## src/rtl/gw_pkg.sv

```systemverilog
package gw_pkg;
  localparam int EN_POS = 0;
  localparam int ST_POS = 1;

  typedef struct packed {
    logic set_en;
    logic en_val;
    logic clr_st;
  } reg_cmd_t;
endpackage

```

## src/rtl/gw_ctrl_reg.sv

```systemverilog
module gw_ctrl_reg
  import gw_pkg::*;
#(
  parameter int REG_W = 8
) (
  input  logic             clk,
  input  logic             rst,
  input  reg_cmd_t         cmd,
  input  logic             expire,
  output logic             enable,
  output logic [REG_W-1:0] rdata
);
  logic status;

  always_ff @(posedge clk) begin
    if (rst) begin
      enable <= 1'b0;
      status <= 1'b0;
    end else begin
      if (cmd.set_en) enable <= cmd.en_val;
      if (expire) status <= 1'b1;
      else if (cmd.clr_st) status <= 1'b0;
    end
  end

  always_comb begin
    rdata         = '0;
    rdata[EN_POS] = enable;
    rdata[ST_POS] = status;
  end
endmodule

```

## src/rtl/gw_window_cnt.sv

```systemverilog
module gw_window_cnt #(
  parameter int WINDOW_TICKS = 256
) (
  input  logic clk,
  input  logic rst,
  input  logic enable,
  input  logic grant,
  input  logic bbsy,
  input  logic tick,
  input  logic revoked,
  output logic expire
);
  localparam int CNT_W = (WINDOW_TICKS > 1) ? $clog2(WINDOW_TICKS) : 1;
  localparam logic [CNT_W-1:0] LAST = CNT_W'(WINDOW_TICKS - 1);

  logic [CNT_W-1:0] cnt;
  logic             acked;
  logic             live;

  assign live   = grant && !revoked;
  assign expire = live && !bbsy && !acked && enable && tick && (cnt == LAST);

  always_ff @(posedge clk) begin
    if (rst) begin
      cnt   <= '0;
      acked <= 1'b0;
    end else if (!grant) begin
      cnt   <= '0;
      acked <= 1'b0;
    end else if (live) begin
      if (bbsy) begin
        acked <= 1'b1;
        cnt   <= '0;
      end else if (!enable || acked || expire) begin
        cnt <= '0;
      end else if (tick) begin
        cnt <= cnt + 1'b1;
      end
    end
  end
endmodule

```

## src/rtl/gw_recover.sv

```systemverilog
module gw_recover (
  input  logic clk,
  input  logic rst,
  input  logic grant,
  input  logic tick,
  input  logic expire,
  output logic revoked,
  output logic bus_grant,
  output logic bbsy_drive,
  output logic rearb
);
  logic revoked_nxt;

  always_comb begin
    if (!grant) revoked_nxt = 1'b0;
    else        revoked_nxt = revoked || expire;
  end

  always_ff @(posedge clk) begin
    if (rst) begin
      revoked    <= 1'b0;
      bus_grant  <= 1'b0;
      bbsy_drive <= 1'b0;
      rearb      <= 1'b0;
    end else begin
      revoked   <= revoked_nxt;
      bus_grant <= grant && !revoked_nxt;
      rearb     <= expire;
      if (expire)    bbsy_drive <= 1'b1;
      else if (tick) bbsy_drive <= 1'b0;
    end
  end
endmodule

```

## src/rtl/grant_watchdog.sv

```systemverilog
module grant_watchdog
  import gw_pkg::*;
#(
  parameter int WINDOW_TICKS = 256,
  parameter int REG_W        = 8
) (
  input  logic             clk,
  input  logic             rst,
  input  logic             us_tick,
  input  logic             arb_grant,
  input  logic             bbsy_in,
  output logic             bbsy_drive,
  output logic             bus_grant,
  output logic             rearb,
  input  logic             reg_wr,
  input  logic [REG_W-1:0] reg_wdata,
  output logic [REG_W-1:0] reg_rdata
);
  reg_cmd_t cmd;
  logic     enable;
  logic     expire;
  logic     revoked;
  logic     unused_wbits;

  assign unused_wbits = ^reg_wdata;

  always_comb begin
    cmd.set_en = reg_wr;
    cmd.en_val = reg_wdata[EN_POS];
    cmd.clr_st = reg_wr && reg_wdata[ST_POS];
  end

  gw_ctrl_reg #(.REG_W(REG_W)) u_reg (
    .clk(clk), .rst(rst), .cmd(cmd), .expire(expire),
    .enable(enable), .rdata(reg_rdata)
  );

  gw_window_cnt #(.WINDOW_TICKS(WINDOW_TICKS)) u_cnt (
    .clk(clk), .rst(rst), .enable(enable), .grant(arb_grant),
    .bbsy(bbsy_in), .tick(us_tick), .revoked(revoked), .expire(expire)
  );

  gw_recover u_rec (
    .clk(clk), .rst(rst), .grant(arb_grant), .tick(us_tick),
    .expire(expire), .revoked(revoked), .bus_grant(bus_grant),
    .bbsy_drive(bbsy_drive), .rearb(rearb)
  );
endmodule

```

## config.mk

```make
export PLATFORM = sky130hd
export DESIGN_NAME = grant_watchdog
export DESIGN_NICKNAME = d
export VERILOG_FILES = /design/src/rtl/gw_pkg.sv /design/src/rtl/gw_ctrl_reg.sv /design/src/rtl/gw_window_cnt.sv /design/src/rtl/gw_recover.sv /design/src/rtl/grant_watchdog.sv
export SDC_FILE = /design/constraint.sdc
export NUM_CORES = 1
export LEC_CHECK = 0
export ABC_AREA = 1
export BUFFER_PORTS_ARGS = -buffer_cell sky130_fd_sc_hd__buf_4
export CAP_MARGIN = 0
export CORE_UTILIZATION = 53
export DETAILED_ROUTE_END_ITERATION = 8
export PLACE_DENSITY = 0.9
export SETUP_SLACK_MARGIN = 0.4
export SLEW_MARGIN = 20
export SYNTH_ARGS = -nofsm -noshare
export SYNTH_HDL_FRONTEND = slang
export SYNTH_SLANG_ARGS = --single-unit
```

## constraint.sdc

```tcl
create_clock -name clk -period 2.2 [get_ports clk]
set_input_delay 0.22 -clock clk [delete_from_list [all_inputs] [get_ports clk]]
set_output_delay 0.22 -clock clk [all_outputs]
set_load 0.02 [all_outputs]
```

Word level (Yosys, flattened, before mapping)
Index checks and enable logic that the tools add are counted.
{ "totals": {"regBits": 15, "input_bits": 14, "out_inout_bits": 11, "elab_cells": 41} }
{ "op_classes": {"addsub": 1, "eq_ne": 1, "muxes": 8, "n_bitwise": 1, "reduce_logical": 22} }
{ "ops": {"columns": ["op", "n"], "rows": [
  ["$mux 8", 3],
  ["$add 8x1->8 const B", 1],
  ["$eq 8x8->1 const B", 1],
  ["$logic_and 1x1->1", 8],
  ["$logic_not 1->1", 5],
  ["$mux 1", 5],
  ["$reduce_and 2->1", 2],
  ["$reduce_bool 2->1", 2],
  ["$logic_or 1x1->1", 3],
  ["$reduce_bool 3->1", 1],
  ["$reduce_or 2->1", 1],
  ["$not 1->1", 1]
]} }

Depth between registers and ports, before layout
Gate-level depths: netlist of run 1.
{ "depth": {"word_depth": 11, "mapped_depth": 9, "depth_no_buf": 9} }

By module
Synthesis of run 1 repeated with hierarchy kept, for this count alone.
{ "unflattened": {"hier_cells": 126, "area_unflattened_um2": 843.3} }
{ "modules_own_cells": {"columns": ["mod", "n_inst", "cells_per_inst", "area_per_inst_um2", "seq_area_each_um2"], "rows": [
  ["gw_window_cnt", 1, 90, 568.0, 180.2],
  ["gw_ctrl_reg", 1, 19, 140.1, 40.0],
  ["gw_recover", 1, 15, 127.6, 80.1],
  ["grant_watchdog", 1, 2, 7.5, 0.0]
]} }

Worst setup path after synthesis of run 1
OpenSTA, ideal clock, no wires.
{ "synth_path": {"path_type": "reg2reg", "startpoint": "register u_cnt.cnt[1]", "endpoint": "register u_cnt.cnt[7]", "t_arrival_ns": 1.105, "t_required_ns": 2.083, "path_slack_ns": 0.978, "path_stages_with_launch": 9, "synth_period_minus_slack_ns": 1.222, "cell_sequence": "dfxtp_1 ha_1 nand3_2 nor3_4 nand2_4 nand2_1 nor2_1 nor2_1 nor2_1"} }
{ "synth_between": {"elab_chain_cells": 5, "elab_cells_between_ends": 9} }
{ "synth_rtl": {"columns": ["item", "line", "source"], "rows": [
  ["from (decl)", "gw_window_cnt.sv:16", "logic [CNT_W-1:0] cnt;"],
  ["from (signal assigned)", "gw_window_cnt.sv:37", "cnt <= cnt + 1'b1;"],
  ["parallel branches: the longest is 5 deep, another holds $add 8x1->8", null, null]
]} }
Several ways; the timed one is not identified. The select of a mux whose other input is x is not followed.
A chain may end at the register's enable or synchronous reset.

Worst setup path in the final report of run 1
{ "layout_path": {"startpoint": "register u_cnt.cnt[0]", "endpoint": "register u_cnt.cnt[2]"} }
The elaborated chain is that of the path after synthesis.

==> metrics.txt, run 1 <==
register area share after synthesis 0.366; synth cell count leaders 31 x nand2_1, 17 x inv_1, 16 x nor2_1; Period minus WS final 1.42 ns; CTS root buf clkbuf_4; cell class contributing the biggest share of worst-path delay simple AND/OR/NAND/NOR gates; Synth Area per Inst 6.77 um2; layout cells sized above 1 0.150; Placed Cells 144; Netlist cell types 22; drt first pass iters 4; setup tns final 0 ns; Setup Fix Bufs, Post-CTS 0; FMAX 705 MHz; setup repair after global routing missed its margin no; RePlAce Congestion 0.818; Worst Tran Pin Value 0.545 ns; fraction of registers with async set/reset 0; GR Overflow Total 0; crit share post-route 0.645; max_cap viols 0; Post-synth top flop dfxtp_1; hold_buf cts 0; ranking of synthesized cells by area dfxtp_1 37%, nand2_1 14%, inv_1 7.8%; die area 1710 um2; drt drc 0; # rows 13; largest net degree at the start of global routing 15; Die Height 41.3 um; Max Slew Vio Count 0; Layout area overhead 10.1%; status complete, no violations; Reg area 300 um2; IO buf count 12; footprint of the multi-input gates 403 um2; vias 746; Synth Register Bits 15; TritonCTS clock tree built; TritonCTS Buffers 3; total global-route track usage 0.234; critical path class flop to flop; DRT Wirelength 1650 um; # IOs 25; clock latency on the worst-skew pair 0.29 ns; top-count cell post-synth nand2_1; vias in the first global route 634; initial DRC count 21; H-tree depth 1; initial antenna violation count 0; Slowest-stage cell, CP dfxtp_1; Post-DP HPWL 1200 um; Max FO, Critical Path 4; Die W 41.3 um; Post-synth EDFFs 0; pwr dens 551 nW/um2; P_leak 0.000457 uW; most used cell, CP a21oi_1; fill count 130; Non-Filler Instances 148; first-pass GRT wire length 2500 um; worst endpoint required time 2.38 ns; post_cts resized 0; crit start category flop; Antenna Violating Nets Remaining 0; crit path DAT 1.59 ns; Syn Inst Count 121; Ys Warns 0; Crit. End Element flop; Setup-failing EPs final 0; Post-Syn Area 820 um2; wire length per cell 11.2 um; clock skew 0.00675 ns; area leader, netlist dfxtp_1; CP bufs+invs 0; via/cell ratio 5.04; CP Cell Sequence ha_1 -> nand3_2 -> nor3_4 -> a21oi_1 -> nand2_1 -> a21oi_1; core outline area 1370 um2; area share of the leading cell type in the synthesized netlist 0.366; CTS clk-pin slew, worst paths 0.09 ns; CP max stage delay 0.37 ns; Worst R2R Setup Slack 0.78 ns; Clock Tree Buf Depth 2; Sink Count 15; n_diodes 0; Nets 149; Slew HR 0.635; Hold Violations, Final 0; Worst VDD drop 0.455 mV; worst hold-check path type primary input to flop; Initial Util 0.600
==> metal layers <==
layer | up-vias | track usage | share of wire
met4 | 0 | 0.0806 | 0.010
met1 | 327 | 0.232 | 0.41
li1 | 389 | - | -
met2 | 26 | 0.430 | 0.52
met3 | 4 | 0.101 | 0.054
met5 | - | 0 | 0
==> worst paths after layout <==
path | startpoint | endpoint | cells after the start
hold reg to reg | u_rec.bbsy_drive$_SDFFE_PP0P_ | u_rec.bbsy_drive$_SDFFE_PP0P_ | 2
hold / removal | rst | u_reg.status$_SDFFE_PP0P_ | 2
setup / recovery | u_cnt.cnt[0]$_SDFFE_PP0P_ | u_cnt.cnt[2]$_SDFFE_PP0P_ | 6
setup reg to reg | u_cnt.cnt[0]$_SDFFE_PP0P_ | u_cnt.cnt[2]$_SDFFE_PP0P_ | 6
==> report_power, final <==
group	internal (uW)	switching, uW	total, uW
Sequential	276	4.39	281
Clock	70.6	88.7	159
Combinational	19.3	37.9	57.3
==> final cells by class <==
cell class / instances / share of cell area
multi-input combinational: 85 / 0.447
timing repair buffer: 12 / 0.0999
tap: 15 / 0.0208
clock buffer: 4 / 0.0291
sequential: 15 / 0.333
inverter: 17 / 0.0707
==> logic make-up (layout without fill, tap and decap cells) <==
family                     count (synthesis)  after routing  synth area share
other                                      1              6           0.00458
and+or+nand+nor                           62             62             0.350
buffers and inverters                     26             33             0.165
DFF                                       15             15             0.366
adders and majority gates                  1              1            0.0153
AOI/OAI and AO/OA                         16             16            0.0992
==> placed cells by master, fill, tap and decap left out, drive strengths merged, types with 4 or more instances in the layout <==
cell type  instances
nand2             32
conb               6
clkbuf             4
nor2              18
o21ai              5
buf               12
dfxtp             15
inv               17
nand3              6
a21oi             10
==> through the flow <==
step	power, uW	hold WS, ns	cell area (um2)	setup slack, ns	util
2_1_floorplan	334	0.289	838	0.978	-
3_3_place_gp	341	0.416	876	0.866	0.641
3_5_place_dp	343	0.422	876	0.810	0.641
4_1_cts	501	0.105	902	0.796	0.660
5_1_grt	519	0.101	902	0.652	0.660
6_report	497	0.112	902	0.781	0.660
==> flip-flops by register name, indices dropped and copies added, names as in the netlist <==
register and cells:
u_cnt.acked 1, u_cnt.cnt 8, u_rec.bbsy_drive 1, u_rec.bus_grant 1
u_rec.rearb 1, u_rec.revoked 1, u_reg.enable 1, u_reg.status 1
No activity file was read; power rests on OpenSTA's default activity.
==> run 2, diff against run 1 <==
CORE_ASPECT_RATIO = 0.8   (was unset)
CORE_UTILIZATION = 44   (was 53)
PLACE_DENSITY = 0.81   (was 0.9)
clock period = 1.2 ns   (was 2.2 ns; I/O delays follow)
==> run 2 against run 1 <==
  * The flow now finishes with violations (negative setup slack)
  * Combinational power increased to 3.1 times the previous value
  * Global-route usage rose by 0.14 points
  * Critical path depth rose by 1
  * Power increased by 100%
  * Sequential share of layout area shrank 7.7 points
  * Clock-buffer cell count fell by 1
  * Core utilization increased by 5.3 points
  * Clock skew increased by 0.0017 ns
  * Register-to-register slack worse by 0.95 ns
  * Non-clock buffer count increased by 26
  * Via count rose by 28%
==> metrics.txt, run 2 (synthesized netlist as in run 1, its figures left out) <==
status complete, but fails checks; failing checks negative setup slack; Period minus WS final 1.37 ns (-0.0519 ns); DRT Wirelength 2670 um (+62%); clock skew 0.00845 ns (+0.00170 ns); P_leak 0.000588 uW (+29%); H-tree depth 1 (unchanged); wire length per cell 14.7 um (+32%); Combinational Power Share 0.177 (+0.062); RePlAce Congestion 0.805 (-1.6%); CTS root buf clkbuf_4; Setup-failing EPs final 13 (+13); CTS clk-pin slew, worst paths 0.10 ns (about the same); cell area after layout 1210 um2 (+34%); Nets 175 (+17%); IO buf count 12 (unchanged); critical path class flop to flop; via/cell ratio 5.26 (+4.3%); Initial Util 0.484 (-0.115); Reg area 309 um2 (+2.9%); Int Power 712 uW (+94%); Die W 50.3 um (+22%); Layout Utilization 0.713 (+0.0528); Die Height 40.6 um (-1.7%); Clk pwr share 0.309 (-0.011); core outline area 1690 um2 (+24%); final setup margin -0.167 ns (-0.948 ns); die area 2040 um2 (+19%); Max Slew Vio Count 0 (unchanged); worst hold-check path type primary input to flop; most frequent cells in the layout 29 x buf_4, 28 x nand2_1, 15 x inv_1, 13 x nor2_1, 8 x dfxtp_1; Crit. End Element flop; vias 952 (+28%); Layout area overhead 47.2%; worst endpoint required time 1.41 ns (-0.97 ns); layout cells sized above 1 0.415 (+0.265); Antenna Violating Nets Remaining 0 (unchanged); vias in the first global route 706 (+11%); drt first pass iters 4 (unchanged); max FFs per register 8 (unchanged); Sw Ratio 0.293 (+0.0291); first-pass GRT wire length 3220 um (+29%); footprint of the multi-input gates 458 um2 (+14%); Max FO, Critical Path 6 (+2); TritonCTS Buffers 3 (unchanged); n_diodes 0 (unchanged); drt drc 0 (unchanged); Post-DP HPWL 1240 um (+3.4%); sequential power share 0.514 (-0.051); Worst VDD drop 0.769 mV (+69%); crit share post-route 1.14 (+0.494); crit path DAT 1.58 ns (about the same); most common cell after layout, fill and taps aside buf_4; Switching Power 294 uW (+120%); Sink Count 15 (unchanged); crit start category flop; Area after DPL 1010 um2 (+16%); # IOs 25 (unchanged); initial antenna violation count 0 (unchanged); fill count 123 (-5.4%); max_cap viols 0 (unchanged); clock latency on the worst-skew pair 0.31 ns (+0.02 ns); pwr dens 834 nW/um2 (+51%); GR Overflow Total 0 (unchanged); Hold Violations, Final 0 (unchanged); total global-route track usage 0.235 (+0.00144); largest net degree at the start of global routing 10 (-5); Clock Tree Buf Depth 2 (unchanged); initial DRC count 50 (+140%); FMAX 731 MHz (+3.8%); setup repair after global routing missed its margin yes; pre-CTS setup slack -0.0673 ns (-0.878 ns); Reg with most FFs u_cnt.cnt; TritonCTS clock tree built; # rows 13 (unchanged)
## run 2: final timing paths
| kind | startpoint | end | slack (ns) | cells after the start |
|---|---|---|---|---|
| setup / recovery | u_cnt.cnt[2]$_SDFFE_PP0P_ | u_cnt.cnt[7]$_SDFFE_PP0P_ | -0.17 | 7 |
| hold / removal | reg_wdata[0] | u_reg.enable$_SDFFE_PP0P_ | 0.07 | 3 |
| setup reg to reg | u_cnt.cnt[2]$_SDFFE_PP0P_ | u_cnt.cnt[7]$_SDFFE_PP0P_ | -0.17 | 7 |
| hold reg to reg | u_rec.bbsy_drive$_SDFFE_PP0P_ | u_rec.bbsy_drive$_SDFFE_PP0P_ | 0.50 | 2 |
## run 2: critical path: stages (launching register included)
cell and delay (ns):
dfxtp_1 0.48, nand2_1 0.16, nor2_4 0.18, nand4_1 0.12, nand2_1 0.11, nor2_1 0.05, nor2_1 0.11, nor2_1 0.05
## run 2: layer usage
metal | vias to the layer above | share of wire | global-route usage
met5 | - | 0 | 0
met4 | 0 | 0.048 | 0.157
met3 | 23 | 0.099 | 0.0795
met2 | 71 | 0.47 | 0.413
met1 | 419 | 0.38 | 0.251
li1 | 439 | - | -
## run 2: area by class of cell
type | instances | area share
clock buffers | 3 | 0.0187
clock inverters | 1 | 0.00415
inverters | 17 | 0.0560
multi-input cells | 85 | 0.380
flip-flops and latches | 15 | 0.256
well taps | 22 | 0.0228
repair buffers | 38 | 0.262
## run 2: power groups by stage
stage          combinational, uW  clock (uW)  sequential (uW)
2_1_floorplan               85.8           0              528
3_3_place_gp                 119           0              526
3_5_place_dp                 122           0              526
4_1_cts                      151         307              516
5_1_grt                      187         326              518
6_report                     178         311              517
## run 2: timing repair
action | CTS | global route
endpoints found under the hold margin | 2 | 0
resized for setup | 14 | 14
endpoints found under the setup margin | 20 | 20
hold buffers | 2 | 0
setup buffers | 6 | 4
pin swaps | 1 | 1
## run 2: metrics by stage
step	power (uW)	hold WS [ns]	TNS [ns]	instances
final	1010	0.0673	-1.22	181
after global routing	1030	0.0612	-1.94	181
after CTS	973	0.0484	-0.355	177
after detailed placement	648	0.326	-0.256	165
after global placement	645	0.319	-0.0745	165
after floorplan	614	0.189	0	126
==> run 3, diff against run 2 <==
RECOVER_POWER = 100   (was unset)
==> run 3 against run 2 <==
  * The run still ends with negative setup slack left
  * Sequential power barely moved
  * Combinational power hardly changed
  * Clock skew unchanged
  * Maximum frequency stayed put
  * Sequential cell count is the same
  * Core utilization fell by 0.074 points
  * Critical endpoint unchanged
  * First-iteration DRC count unchanged
  * Non-clock buffer count is the same
  * Via count did not move
  * Critical path depth is the same
  * Register-to-register slack about the same
  * Clock-buffer cell count stayed put
==> metrics.txt, run 3 (synthesized netlist as in run 1, its figures left out) <==
status complete, but fails checks; failing checks negative setup slack; routed wl met2 1250 um (unchanged); Setup-failing EPs final 13 (unchanged); clock skew 0.00845 ns (unchanged); Crit. End Element flop; setup tns final -1.22 ns (+0.00457 ns); drt first pass iters 4 (unchanged); Worst R2R Setup Slack -0.17 ns (about the same); Die W 50.3 um (unchanged); total global-route track usage 0.235 (unchanged); worst hold-check path type primary input to flop; CP max stage delay 0.48 ns (about the same); Post-DP HPWL 1240 um (unchanged); n_diodes 0 (unchanged); Clock Tree Buf Depth 2 (unchanged); Placed Cells 165 (unchanged); Reg area 308 um2 (-0.40%); pre-CTS setup slack -0.0673 ns (unchanged); RePlAce Congestion 0.805 (unchanged); Die Height 40.6 um (unchanged); largest net degree at the start of global routing 10 (unchanged); hold_sp reg_wdata[0]; Reg2Reg Depth 7 (unchanged); first-pass GRT wire length 3220 um (unchanged); footprint of the multi-input gates 458 um2 (unchanged); FMAX 731 MHz (unchanged); Antenna Violating Nets Remaining 0 (unchanged); crit start category flop; # rows 13 (unchanged); hold endpoint u_reg.enable$_SDFFE_PP0P_; max_cap viols 0 (unchanged); # IOs 25 (unchanged); core outline area 1690 um2 (unchanged); Hold Slack 0.0673 ns (unchanged); Non-Filler Instances 181 (unchanged); IO buf count 12 (unchanged); final setup margin -0.167 ns (unchanged); layout cells sized above 1 0.409 (-0.00629); Hold Violations, Final 0 (unchanged); TritonCTS Buffers 3 (unchanged); CP bufs+invs 0 (unchanged); hold depth 3 (unchanged); Period minus WS final 1.37 ns (unchanged); initial antenna violation count 0 (unchanged); drt drc 0 (unchanged); CTS root buf clkbuf_4; H-tree depth 1 (unchanged); Max FO, Critical Path 6 (unchanged); vias 952 (unchanged); Max Slew Vio Count 0 (unchanged); initial DRC count 50 (unchanged); most frequent cells in the layout 29 x buf_4, 28 x nand2_1, 15 x inv_1, 13 x nor2_1, 9 x dfxtp_1; CTS clk-pin slew, worst paths 0.10 ns (about the same); most used cell, CP nor2_1; Reg with most FFs u_cnt.cnt; CP Cell Sequence nand2_1 -> nor2_4 -> nand4_1 -> nand2_1 -> nor2_1 -> nor2_1 -> nor2_1; wire length per cell 14.7 um (unchanged); critical path class flop to flop; most common cell after layout, fill and taps aside buf_4; wl on met1 1020 um (unchanged); met3 wire length 264 um (unchanged); die area 2040 um2 (unchanged); via/cell ratio 5.26 (unchanged); crit share post-route 1.14 (unchanged); Worst VDD drop 0.769 mV (about the same); pwr dens 835 nW/um2 (+0.11%); Layout area overhead 47.0%; GR Overflow Total 0 (unchanged); max FFs per register 8 (unchanged); Sink Count 15 (unchanged); Slowest-stage cell, CP dfxtp_1; Nets 175 (unchanged); clock latency on the worst-skew pair 0.31 ns (about the same); crit path DAT 1.58 ns (about the same); setup repair after global routing missed its margin yes; r2r startpoint u_cnt.cnt[2]$_SDFFE_PP0P_; FF-to-FF End u_cnt.cnt[7]$_SDFFE_PP0P_; fill count 124 (+0.81%); cell class contributing the biggest share of worst-path delay simple AND/OR/NAND/NOR gates; TritonCTS clock tree built; worst endpoint required time 1.41 ns (about the same); Max Used Layer met4; Initial Util 0.484 (unchanged); vias in the first global route 706 (unchanged); P_leak 0.000588 uW (about the same); DRT Wirelength 2670 um (unchanged)
[run 3: changes by cell type in the layout (fill, tap and decap cells not counted)]
cell,before,now
dfxtp_1,8,9
dfxtp_2,7,6
[run 3: what timing repair did]
action                     in CTS  in global routing
hold endpoints to repair        2                  0
hold buffers                    2                  0
setup buffers                   6                  4
pin swaps                       1                  1
setup endpoints to repair      20                 20
resized for setup              14                 14
[run 3: cell type report]
type                       count  share of cell area
clock buffer                   3              0.0187
tap                           22              0.0228
sequential                    15               0.255
clock inverter                 1             0.00415
multi-input combinational     85               0.380
timing repair buffer          38               0.263
inverter                      17              0.0561
[run 3: how the worst max path moves through the flow]
stage	to	depth (start not counted)	slack, ns	start
floorplan	u_cnt.cnt[7]$_SDFFE_PP0P_	8	0.04	u_cnt.cnt[0]$_SDFFE_PP0P_
global placement	u_cnt.cnt[6]$_SDFFE_PP0P_	7	-0.04	u_reg.enable$_SDFFE_PP0P_
detailed placement	u_cnt.cnt[6]$_SDFFE_PP0P_	7	-0.07	u_reg.enable$_SDFFE_PP0P_
CTS	u_cnt.cnt[7]$_SDFFE_PP0P_	8	-0.05	u_cnt.cnt[0]$_SDFFE_PP0P_
global route	u_cnt.cnt[7]$_SDFFE_PP0P_	7	-0.20	u_cnt.cnt[2]$_SDFFE_PP0P_
finish	u_cnt.cnt[7]$_SDFFE_PP0P_	7	-0.17	u_cnt.cnt[2]$_SDFFE_PP0P_
[run 3: stage by stage]
| stage | instance area [um2] | utilization | power (uW) |
|---|---|---|---|
| 2_1_floorplan | 861 | - | 614 |
| 4_1_cts | 1140 | 0.672 | 973 |
| 5_1_grt | 1200 | 0.712 | 1030 |
| 3_5_place_dp | 1010 | 0.598 | 648 |
| 6_report | 1200 | 0.712 | 1010 |
| 3_3_place_gp | 1010 | 0.598 | 645 |
[run 3: tightest hold or removal path, delay by kind of cell]
kind / cells / cell delay (ns)
buffers and inverters: 1 / 0.08
AND/OR/NAND/NOR: 1 / 0.08
AO/OA/AOI/OAI: 1 / 0.06
[run 3: per-layer routing]
metal  global-route usage  vias up
li1                     -      439
met1                0.251      419
met2                0.413       71
met3               0.0795       23
met4                0.157        0
met5                    0        -
[run 3: power by group]
| part | switching [uW] | leakage (uW) | internal (uW) |
|---|---|---|---|
| combinational | 99.1 | 0.000446 | 78.8 |
| clock | 186 | 0.0000177 | 125 |
| sequential | 9.20 | 0.000124 | 508 |
| total | 294 | 0.000588 | 712 |
